## src/rtl/am_seq_pkg.sv

```systemverilog
package am_seq_pkg;

    typedef enum logic [1:0] {
        SQ_IDLE  = 2'd0,
        SQ_FETCH = 2'd1,
        SQ_SEND  = 2'd2
    } seq_state_t;

    typedef enum logic {
        SRC_RF  = 1'b0,
        SRC_MEM = 1'b1
    } src_sel_t;

    // header word layout (word 1 of a message)
    localparam int unsigned SEL_LSB   = 0;
    localparam int unsigned SEL_W     = 8;
    localparam int unsigned SIZE_LSB  = SEL_LSB + SEL_W;
    localparam int unsigned HDR_WORDS = 2;

endpackage

```

## src/rtl/am_msg_rf.sv

```systemverilog
module am_msg_rf #(
    parameter int unsigned WORD_W = 64,
    parameter int unsigned DEPTH  = 16,
    localparam int unsigned IDX_W = $clog2(DEPTH)
) (
    input  logic              clk,
    input  logic              wr_en,
    input  logic [IDX_W-1:0]  wr_idx,
    input  logic [WORD_W-1:0] wr_word,
    input  logic [IDX_W-1:0]  rd_idx,
    output logic [WORD_W-1:0] rd_word
);

    logic [WORD_W-1:0] slot [DEPTH];

    always_ff @(posedge clk) begin
        if (wr_en) begin
            slot[wr_idx] <= wr_word;
        end
    end

    assign rd_word = slot[rd_idx];

endmodule

```

## src/rtl/am_word_fetch.sv

```systemverilog
module am_word_fetch
    import am_seq_pkg::*;
#(
    parameter int unsigned WORD_W   = 64,
    parameter int unsigned ADDR_W   = 16,
    parameter int unsigned RF_IDX_W = 4
) (
    input  logic                fetch_en,
    input  src_sel_t            src,
    input  logic [ADDR_W-1:0]   ptr,
    output logic [RF_IDX_W-1:0] rf_idx,
    input  logic [WORD_W-1:0]   rf_word,
    output logic                mem_req,
    output logic [ADDR_W-1:0]   mem_addr,
    input  logic                mem_ack,
    input  logic [WORD_W-1:0]   mem_word,
    output logic                word_ok,
    output logic [WORD_W-1:0]   word
);

    always_comb begin
        rf_idx   = ptr[RF_IDX_W-1:0];
        mem_addr = ptr;
        mem_req  = 1'b0;
        word_ok  = 1'b0;
        word     = '0;
        unique case (src)
            SRC_RF: begin
                word_ok = fetch_en;
                word    = rf_word;
            end
            SRC_MEM: begin
                mem_req = fetch_en;
                word_ok = fetch_en && mem_ack;
                word    = mem_word;
            end
            default: begin
                word_ok = 1'b0;
            end
        endcase
    end

endmodule

```

## src/rtl/am_launch_fsm.sv

```systemverilog
module am_launch_fsm
    import am_seq_pkg::*;
#(
    parameter int unsigned WORD_W = 64,
    parameter int unsigned ADDR_W = 16,
    parameter int unsigned SIZE_W = 8
) (
    input  logic              clk,
    input  logic              rst_n,
    input  logic              cmd_valid,
    input  src_sel_t          cmd_src,
    input  logic [ADDR_W-1:0] cmd_base,
    output logic              fetch_en,
    output src_sel_t          fetch_src,
    output logic [ADDR_W-1:0] fetch_ptr,
    input  logic              word_ok,
    input  logic [WORD_W-1:0] word,
    output logic              flit_valid,
    input  logic              flit_ready,
    output logic [WORD_W-1:0] flit_data,
    output logic              flit_last,
    output logic              busy,
    output logic              retire
);

    localparam int unsigned IDX_W = SIZE_W + 2;

    seq_state_t        state_q, state_d;
    src_sel_t          src_q;
    logic [ADDR_W-1:0] ptr_q;
    logic [IDX_W-1:0]  idx_q;
    logic [SIZE_W-1:0] size_q;
    logic [WORD_W-1:0] data_q;
    logic              last_q;
    logic              retire_q;

    logic [SIZE_W-1:0] size_in;
    logic              cap_last;

    // length decision: word 1 carries the size, later words compare to it
    always_comb begin
        size_in = word[SIZE_LSB +: SIZE_W];
        if (idx_q == IDX_W'(1)) begin
            cap_last = (size_in == '0);
        end else begin
            cap_last = (idx_q >= IDX_W'(HDR_WORDS)) &&
                       (idx_q == IDX_W'(size_q) + IDX_W'(1));
        end
    end

    // next-state logic
    always_comb begin
        state_d = state_q;
        unique case (state_q)
            SQ_IDLE:  if (cmd_valid) state_d = SQ_FETCH;
            SQ_FETCH: if (word_ok)   state_d = SQ_SEND;
            SQ_SEND:  if (flit_ready) state_d = last_q ? SQ_IDLE : SQ_FETCH;
            default:  state_d = SQ_IDLE;
        endcase
    end

    // state register
    always_ff @(posedge clk or negedge rst_n) begin
        if (!rst_n) begin
            state_q <= SQ_IDLE;
        end else begin
            state_q <= state_d;
        end
    end

    // outputs
    always_comb begin
        fetch_en   = (state_q == SQ_FETCH);
        fetch_src  = src_q;
        fetch_ptr  = ptr_q;
        flit_valid = (state_q == SQ_SEND);
        flit_data  = data_q;
        flit_last  = last_q;
        busy       = (state_q != SQ_IDLE);
        retire     = retire_q;
    end

    // datapath registers
    always_ff @(posedge clk or negedge rst_n) begin
        if (!rst_n) begin
            src_q    <= SRC_RF;
            ptr_q    <= '0;
            idx_q    <= '0;
            size_q   <= '0;
            data_q   <= '0;
            last_q   <= 1'b0;
            retire_q <= 1'b0;
        end else begin
            retire_q <= 1'b0;
            unique case (state_q)
                SQ_IDLE: begin
                    if (cmd_valid) begin
                        src_q  <= cmd_src;
                        ptr_q  <= cmd_base;
                        idx_q  <= '0;
                        last_q <= 1'b0;
                    end
                end
                SQ_FETCH: begin
                    if (word_ok) begin
                        data_q   <= word;
                        last_q   <= cap_last;
                        retire_q <= cap_last;
                        if (idx_q == IDX_W'(1)) begin
                            size_q <= size_in;
                        end
                    end
                end
                SQ_SEND: begin
                    if (flit_ready) begin
                        ptr_q <= ptr_q + ADDR_W'(1);
                        idx_q <= idx_q + IDX_W'(1);
                    end
                end
                default: begin
                    last_q <= 1'b0;
                end
            endcase
        end
    end

endmodule

```

## src/rtl/am_send_seq.sv

```systemverilog
module am_send_seq
    import am_seq_pkg::*;
#(
    parameter int unsigned DATA_W   = 64,
    parameter int unsigned RF_DEPTH = 16,
    parameter int unsigned MEM_AW   = 16,
    parameter int unsigned SIZE_W   = 8,
    localparam int unsigned RF_IDX_W = $clog2(RF_DEPTH)
) (
    input  logic                clk,
    input  logic                rst_n,
    input  logic                cmd_valid,
    input  logic                cmd_src,
    input  logic [MEM_AW-1:0]   cmd_base,
    output logic                busy,
    output logic                retire,
    input  logic                rf_we,
    input  logic [RF_IDX_W-1:0] rf_widx,
    input  logic [DATA_W-1:0]   rf_wdata,
    output logic                mem_req,
    output logic [MEM_AW-1:0]   mem_addr,
    input  logic                mem_ack,
    input  logic [DATA_W-1:0]   mem_rdata,
    output logic                flit_valid,
    input  logic                flit_ready,
    output logic [DATA_W-1:0]   flit_data,
    output logic                flit_last
);

    logic                fetch_en;
    src_sel_t            fetch_src;
    logic [MEM_AW-1:0]   fetch_ptr;
    logic                word_ok;
    logic [DATA_W-1:0]   word;
    logic [RF_IDX_W-1:0] rf_ridx;
    logic [DATA_W-1:0]   rf_rword;

    am_msg_rf #(
        .WORD_W (DATA_W),
        .DEPTH  (RF_DEPTH)
    ) u_rf (
        .clk     (clk),
        .wr_en   (rf_we),
        .wr_idx  (rf_widx),
        .wr_word (rf_wdata),
        .rd_idx  (rf_ridx),
        .rd_word (rf_rword)
    );

    am_word_fetch #(
        .WORD_W   (DATA_W),
        .ADDR_W   (MEM_AW),
        .RF_IDX_W (RF_IDX_W)
    ) u_fetch (
        .fetch_en (fetch_en),
        .src      (fetch_src),
        .ptr      (fetch_ptr),
        .rf_idx   (rf_ridx),
        .rf_word  (rf_rword),
        .mem_req  (mem_req),
        .mem_addr (mem_addr),
        .mem_ack  (mem_ack),
        .mem_word (mem_rdata),
        .word_ok  (word_ok),
        .word     (word)
    );

    am_launch_fsm #(
        .WORD_W (DATA_W),
        .ADDR_W (MEM_AW),
        .SIZE_W (SIZE_W)
    ) u_fsm (
        .clk        (clk),
        .rst_n      (rst_n),
        .cmd_valid  (cmd_valid),
        .cmd_src    (src_sel_t'(cmd_src)),
        .cmd_base   (cmd_base),
        .fetch_en   (fetch_en),
        .fetch_src  (fetch_src),
        .fetch_ptr  (fetch_ptr),
        .word_ok    (word_ok),
        .word       (word),
        .flit_valid (flit_valid),
        .flit_ready (flit_ready),
        .flit_data  (flit_data),
        .flit_last  (flit_last),
        .busy       (busy),
        .retire     (retire)
    );

endmodule

```

## config.mk

```make
export PLATFORM = sky130hd
export DESIGN_NAME = am_send_seq
export DESIGN_NICKNAME = d
export VERILOG_FILES = /design/src/rtl/am_seq_pkg.sv /design/src/rtl/am_msg_rf.sv /design/src/rtl/am_word_fetch.sv /design/src/rtl/am_launch_fsm.sv /design/src/rtl/am_send_seq.sv
export SDC_FILE = /design/constraint.sdc
export NUM_CORES = 1
export LEC_CHECK = 0
export BUFFER_PORTS_ARGS = -buffer_cell sky130_fd_sc_hd__buf_2
export CAP_MARGIN = 20
export CORE_MARGIN = 2
export CORE_UTILIZATION = 41
export CTS_CLUSTER_DIAMETER = 40
export DETAILED_ROUTE_END_ITERATION = 16
export PLACE_DENSITY_LB_ADDON = 0.3
export SYNTH_ARGS = -nofsm -noshare
export SYNTH_HDL_FRONTEND = slang
export SYNTH_SLANG_ARGS = --single-unit
```

## constraint.sdc

```tcl
create_clock -name clk -period 6.7 [get_ports clk]
set_clock_uncertainty 0.2 [all_clocks]
set_input_delay 1.675 -clock clk [delete_from_list [all_inputs] [get_ports clk]]
set_output_delay 1.675 -clock clk [all_outputs]
set_load 0.05 [all_outputs]
```

# Word-level counts from Yosys, hierarchy flattened
# Memories as Yosys holds them, arrays and structs flattened.
# Index checks and enable logic that the tools add are counted.
# totals
reg_bits	103
mem_count	1
ram_bits	1024
in_bits	155
# memory_table
name	words	width	read_ports	rd_clocked_by_memory_dff	wr	line	source
u_rf.slot	16	64	1	0	1	am_msg_rf.sv:14	logic [WORD_W-1:0] slot [DEPTH];
# op_classes
mux	22
addsub	3
magnitude_cmp	1
eq_ne	7
n_bitwise	2
reduce_logical	12
# ops
operator	n
case mux 64 bit (2 select lines)	1
two-way mux 16 bit	2
case mux 16 bit (2 select lines)	1
two-way mux 10 bit	2
case mux 10 bit (2 select lines)	1
adder 16 x 1 -> 16 bit, second input constant	1
AND reduction 3 bit	4
adder 10 x 1 -> 10 bit, second input constant	1
equality test 10 x 1 -> 1 bit, second input constant	1
equality test 10 bit	1
>= comparator 10 x 2 -> 1 bit, second input constant	1
adder 8 x 1 -> 9 bit, second input constant	1
two-way mux 1 bit	9
zero test 8 bit	1
two-way mux 2 bit	3
case mux 2 bit (3 select lines)	1
!= test 2 bit, second input constant	2
AND reduction 2 bit	2
nonzero test 2 bit	2
case mux 1 bit (3 select lines)	1
equality test 2 x 1 -> 1 bit, second input constant	1
equality test 2 bit, second input constant	1
logical AND 1 bit	2
zero test 2 bit	1
3 further kinds	4

# Longest topological paths before layout
# depth
depth_word	6
ltp_mapped	9
depth_no_buf	7

# Modules after synthesis
# Synthesis repeated with hierarchy kept, for this count alone.
# hier_totals
cells_unflattened	2202
hier_area_um2	44149.8
# modules_own_cells
module	area_per_inst_um2	cells_per_inst	instances	seq_area_each_um2
am_msg_rf	38301.7	1583	1	30749.5
am_launch_fsm	4750.8	525	1	2577.5
am_word_fetch	1097.3	94	1	0.0

# Worst setup path before layout
# OpenSTA, ideal clock, no wires.
# synth_path
path_kind	in2reg
start	input port rf_widx[2]
end	memory u_rf.slot[0][0] (enable)
required_time_ns	5.935
n_path_buf	0
arrival_ns	6.538
slack_ns	-0.604
stages	2
cell_sequence	or3b_2 -> nor3_1
# synth_rtl
element	line	source
start, declared	am_send_seq.sv:18	input logic [RF_IDX_W-1:0] rf_widx,
end, declared	am_msg_rf.sv:14	
# Straight into the memory's write port.

# Worst setup path after layout
# layout_path
start	register u_fsm.ptr_q[0] (netlist: u_fsm.fetch_ptr[0])
end	output port mem_addr[0]
# layout_rtl
element	line	source
start, declared	am_launch_fsm.sv:30	logic [ADDR_W-1:0] ptr_q;
start signal, assigned	am_launch_fsm.sv:99	ptr_q <= cmd_base;
start signal, assigned	am_launch_fsm.sv:116	ptr_q <= ptr_q + ADDR_W'(1);
end, declared	am_send_seq.sv:21	output logic [MEM_AW-1:0] mem_addr,
# No word-level cell between the ends.

==> results list <==
- Setup WS post-layout: 2.450 ns
- Number of remaining DRC errors: 0
- Mean Syn Cell Area: 21.24 µm²
- The first global-routing pass estimated 145,100 µm of wire.
- Initial antenna violation count: 17
* Part of the total power dissipated in the clock network: 0.344
* Share of the yosys chip area belonging to registers: 0.7626
* Area fraction in and, or, nand and nor cells after synthesis: 0.02479
- Width of the die: 330.5 µm
- Buffer levels on the longest clock path: 3
- Internal cell power: 15.14 mW
* Combinational fraction of design power: 0.269
- Across the run, the number of max-cap violations was 0.
* Clock root buffer master: sky130_fd_sc_hd__clkbuf_16
- Adder and majority cell fraction of the synthesized area: 0.001432
- Number of flops mapped to enable cells by yosys: 1,024
- Standard-cell rows: 119
* Standard cell core area: 0.1056 mm²
- Setup violators final: 0
- Maximum fanout encountered on the critical timing path: 29
* Total count of max-transition violations in the final report: 0
- Worst-skew pair later-pin latency: 0.73 ns
- STA classifies the critical path endpoint as an output pin.
- In this run the tightest slew margin relative to its limit is 0.2509.
- Critical path class: register to output pin
* Die Footprint: 0.1092 mm²
- CTS resizes: 0
- Synthesis produced a netlist whose cell count is 2,057.
- The critical path contains buffers and inverters numbering 2 combined.
* Multiplexer share of the synthesized area: 0.1733
- Effective utilization at floorplan: 0.4140
- Of the total synthesized cell area, the portion taken by XOR and XNOR cells is 0.002605.
- The final layout contains routed wiring with a total length of 97,930 µm.
- In the global route stage, met2 resource usage came out at 0.2841.
- The share of synthesized area in the top cell type comes to 0.7036.
* Number of synthesized register bits: 1,127
- The H-tree was split into 4 levels.
- For this run, global-route usage on met3 was measured as 0.04414.
- Pin placement for this block handled 240 I/O pins.
* Main combinational cell family by area after synthesis: multiplexers
- Synth Net Count: 2,217
* Worst-path cell chain: buf_4 > buf_2
* Hold buffer count at cts: 0
- Top area cells in the synthesized netlist: sky130_fd_sc_hd__edfxtp_1, sky130_fd_sc_hd__mux4_2, sky130_fd_sc_hd__dfrtp_1
* Most common cell after layout, fill and taps aside: sky130_fd_sc_hd__edfxtp_1
* Transition at the pin with the smallest max-transition slack: 1.124 ns
* Total iterations of the first detailed-routing run: 7
- Critical Path Slowest Stage Cell: sky130_fd_sc_hd__dfrtp_4
- Broken down by cell family, the worst path's largest delay share belongs to buffers and inverters.
- Entering global routing, the biggest net connects 124 pins.
* Final period utilization: 0.6343
- Worst min-delay path category: register to register
- For this block, the via count after detailed routing is 21,370.
* Compound-cell area share of the yosys netlist: 0.02348
* Total Nets Final: 2,538
- In this run the cell area of the synthesized design comes to 0.04370 mm².
* Non-filler cells, final: 3,890
- Switching power: 6.865 mW
- Number of failing hold endpoints at the final stage: 0
- Overall power: 22.01 mW
* Unrepaired setup endpoints after global routing: no
- TritonCTS built the clock tree.
- Based on the critical path, the design can be clocked at up to 235.3 MHz.
- Reg clk slew, reported paths: 0.05 ns
* Sequential cell fraction of total power: 0.387
- CTS Sinks: 1,127
- Fraction of final layout cells with drive strength greater than 1: 0.3395
- The worst path in the final design needs a cycle of 4.250 ns, including I/O delays and setup.
- Global-route usage over all layers: 0.1814
* Average wire per cell in the routed design: 25.17 µm
- Number of nets still failing antenna checks after routing: 0
- Inst Count DP: 3,621
- The flow ran to the end, and the final reports show no timing, DRC or antenna violations.
* HPWL Detailed: 57,080 µm
* Fill cell count: 8,492
- In this run the cell area measured after placement is 0.04672 mm².
- Largest stage delay, worst path: 0.67 ns
- At the placement stage, the worst setup path has a slack of 2.386 ns.
- Compared with the post-synthesis result, the final layout area differs by 17.90%.
- Endpoint required time on the critical path: 4.83 ns
- Die Y: 330.5 µm
* Cts bufs inserted: 146
* Areal power density over the cells: 427.1 mW/mm²
* Buffers inserted during post-CTS setup optimization: 0
* Unique masters post-synth: 58
* Vias in the first global route: 22,410
- In the layout the commonest cells are sky130_fd_sc_hd__edfxtp_1, sky130_fd_sc_hd__mux4_2, sky130_fd_sc_hd__buf_2.
- For this run, the number of Yosys warnings is 0.
- Of the total power, the share spent switching nets is 0.3119.
* Main synth FF type: sky130_fd_sc_hd__edfxtp_1
- Iter 0 DRT Violations: 2,155
* Most utilized layer in the global route result: met2
- The synthesized design spends more area on one cell type than any other, namely sky130_fd_sc_hd__edfxtp_1.
- Peak ir drop on the vdd network: 0.3271 mV
- Routed via count divided by cell count: 5.493
- Met1 Resource Use GR: 0.2532
- Count of port buffers added during placement: 239
- For the final routed database, the setup TNS stands at 0 ns.
- Final estimated routing congestion in global placement: 0.7747
- For this run the aggregate overflow at the end of global routing stands at 0.
- Data arrives at the worst endpoint at 2.37 ns.
- Non-Filler Cell Area, Final: 0.05152 mm²
- Leakage power: 17.38 nW
- After synthesis, the share of flip-flops with an asynchronous set or reset is 0.09139.
- Critical path launch point type: register
-- cells by family after synthesis --
kind of cell / after synthesis
flops: 1127
mux: 385
simple gates: 235
compound gates: 171
buf+inv: 121
xor+xnor: 13
fa+ha+maj: 5
-- Yosys cell counts (6+ instances only) --
cell	instances
sky130_fd_sc_hd__dfrtp_1	103
sky130_fd_sc_hd__mux2i_1	85
sky130_fd_sc_hd__nand2b_1	7
sky130_fd_sc_hd__mux4_2	297
sky130_fd_sc_hd__o21ai_0	31
sky130_fd_sc_hd__a21oi_1	24
sky130_fd_sc_hd__edfxtp_1	1024
sky130_fd_sc_hd__nand3_1	12
sky130_fd_sc_hd__o21ai_1	60
sky130_fd_sc_hd__buf_2	36
sky130_fd_sc_hd__o22a_1	6
sky130_fd_sc_hd__xor2_1	8
sky130_fd_sc_hd__clkbuf_1	62
sky130_fd_sc_hd__buf_1	10
sky130_fd_sc_hd__nand4_1	6
sky130_fd_sc_hd__o22ai_1	15
sky130_fd_sc_hd__nand2_1	111
sky130_fd_sc_hd__and3_1	7
sky130_fd_sc_hd__nor2b_1	8
sky130_fd_sc_hd__inv_1	9
sky130_fd_sc_hd__nor3_1	10
sky130_fd_sc_hd__nor2_1	45
-- layout make-up --
cell class / count / area (µm²) / area share
flip-flops and latches: 1127 / 33340 / 0.6471
multi-input cells: 809 / 10010 / 0.1943
clock buffers: 172 / 3835 / 0.07443
well taps: 1391 / 1740 / 0.03378
repair buffers: 284 / 1590 / 0.03086
clock inverters: 93 / 957.2 / 0.01858
inverters: 10 / 40.04 / 0.0007771
diodes: 4 / 10.01 / 0.0001943
-- metrics by stage --
step / utilization / hold WS [ns]
4_1_cts: 0.4880 / 0.2814
5_1_grt: 0.4881 / 0.2962
2_1_floorplan: - / 0.2940
3_3_place_gp: 0.4426 / 0.2611
6_report: 0.4881 / 0.2752
3_5_place_dp: 0.4426 / 0.2701
-- worst reg2reg max path: stages, from the launching register on --
cell and delay [ns]:
sky130_fd_sc_hd__dfrtp_4 0.96, sky130_fd_sc_hd__buf_12 0.58, sky130_fd_sc_hd__nand3b_1 0.62, sky130_fd_sc_hd__o22ai_1 0.10, sky130_fd_sc_hd__or4_1 0.44, sky130_fd_sc_hd__o22a_1 0.24, sky130_fd_sc_hd__or3_1 0.41, sky130_fd_sc_hd__o211ai_2 0.14
-- routing by layer --
metal / routed length, µm / vias to the layer above
li1: - / 9221
met1: 41810 / 11240
met2: 47150 / 715
met3: 6675 / 172
met4: 2190 / 16
met5: 99 / -
-- power groups by stage --
stage / logic [mW] / registers (mW) / clock network [mW]
2_1_floorplan: 3.74 / 9.22 / 0
3_3_place_gp: 5.97 / 8.64 / 0
3_5_place_dp: 6.04 / 8.67 / 0
4_1_cts: 6.05 / 8.53 / 7.74
5_1_grt: 6.35 / 8.57 / 8.04
6_report: 5.92 / 8.52 / 7.57
-- final timing paths --
path / cells past startpoint / slack [ns] / startpoint / endpoint
worst max register to register: 7 / 2.93 / u_fsm.fetch_ptr[1] / u_fsm.flit_last
worst min-delay path: 2 / 0.28 / u_fsm.flit_data[40] / u_fsm.flit_data[40]
max in group asynchronous: 2 / 4.29 / rst_n / u_fsm.flit_data[61]
worst max-delay path: 2 / 2.45 / u_fsm.fetch_ptr[0] / mem_addr[0]
min in group asynchronous: 1 / 0.72 / rst_n / u_fsm.fetch_ptr[11]
worst min register to register: 2 / 0.28 / u_fsm.flit_data[40] / u_fsm.flit_data[40]
-- registers in the layout, summed over array words and instances (netlist names) --
| register | count |
|---|---|
| u_rf.slot | 1024 |
| u_fsm.flit_data | 64 |
| u_fsm.fetch_src | 1 |
| u_fsm.size_q | 8 |
| u_fsm.retire | 1 |
| u_fsm.fetch_ptr | 16 |
| u_fsm.idx_q | 10 |
| u_fsm.state_q | 2 |
| u_fsm.flit_last | 1 |
No activity file was read; power rests on OpenSTA's default activity.
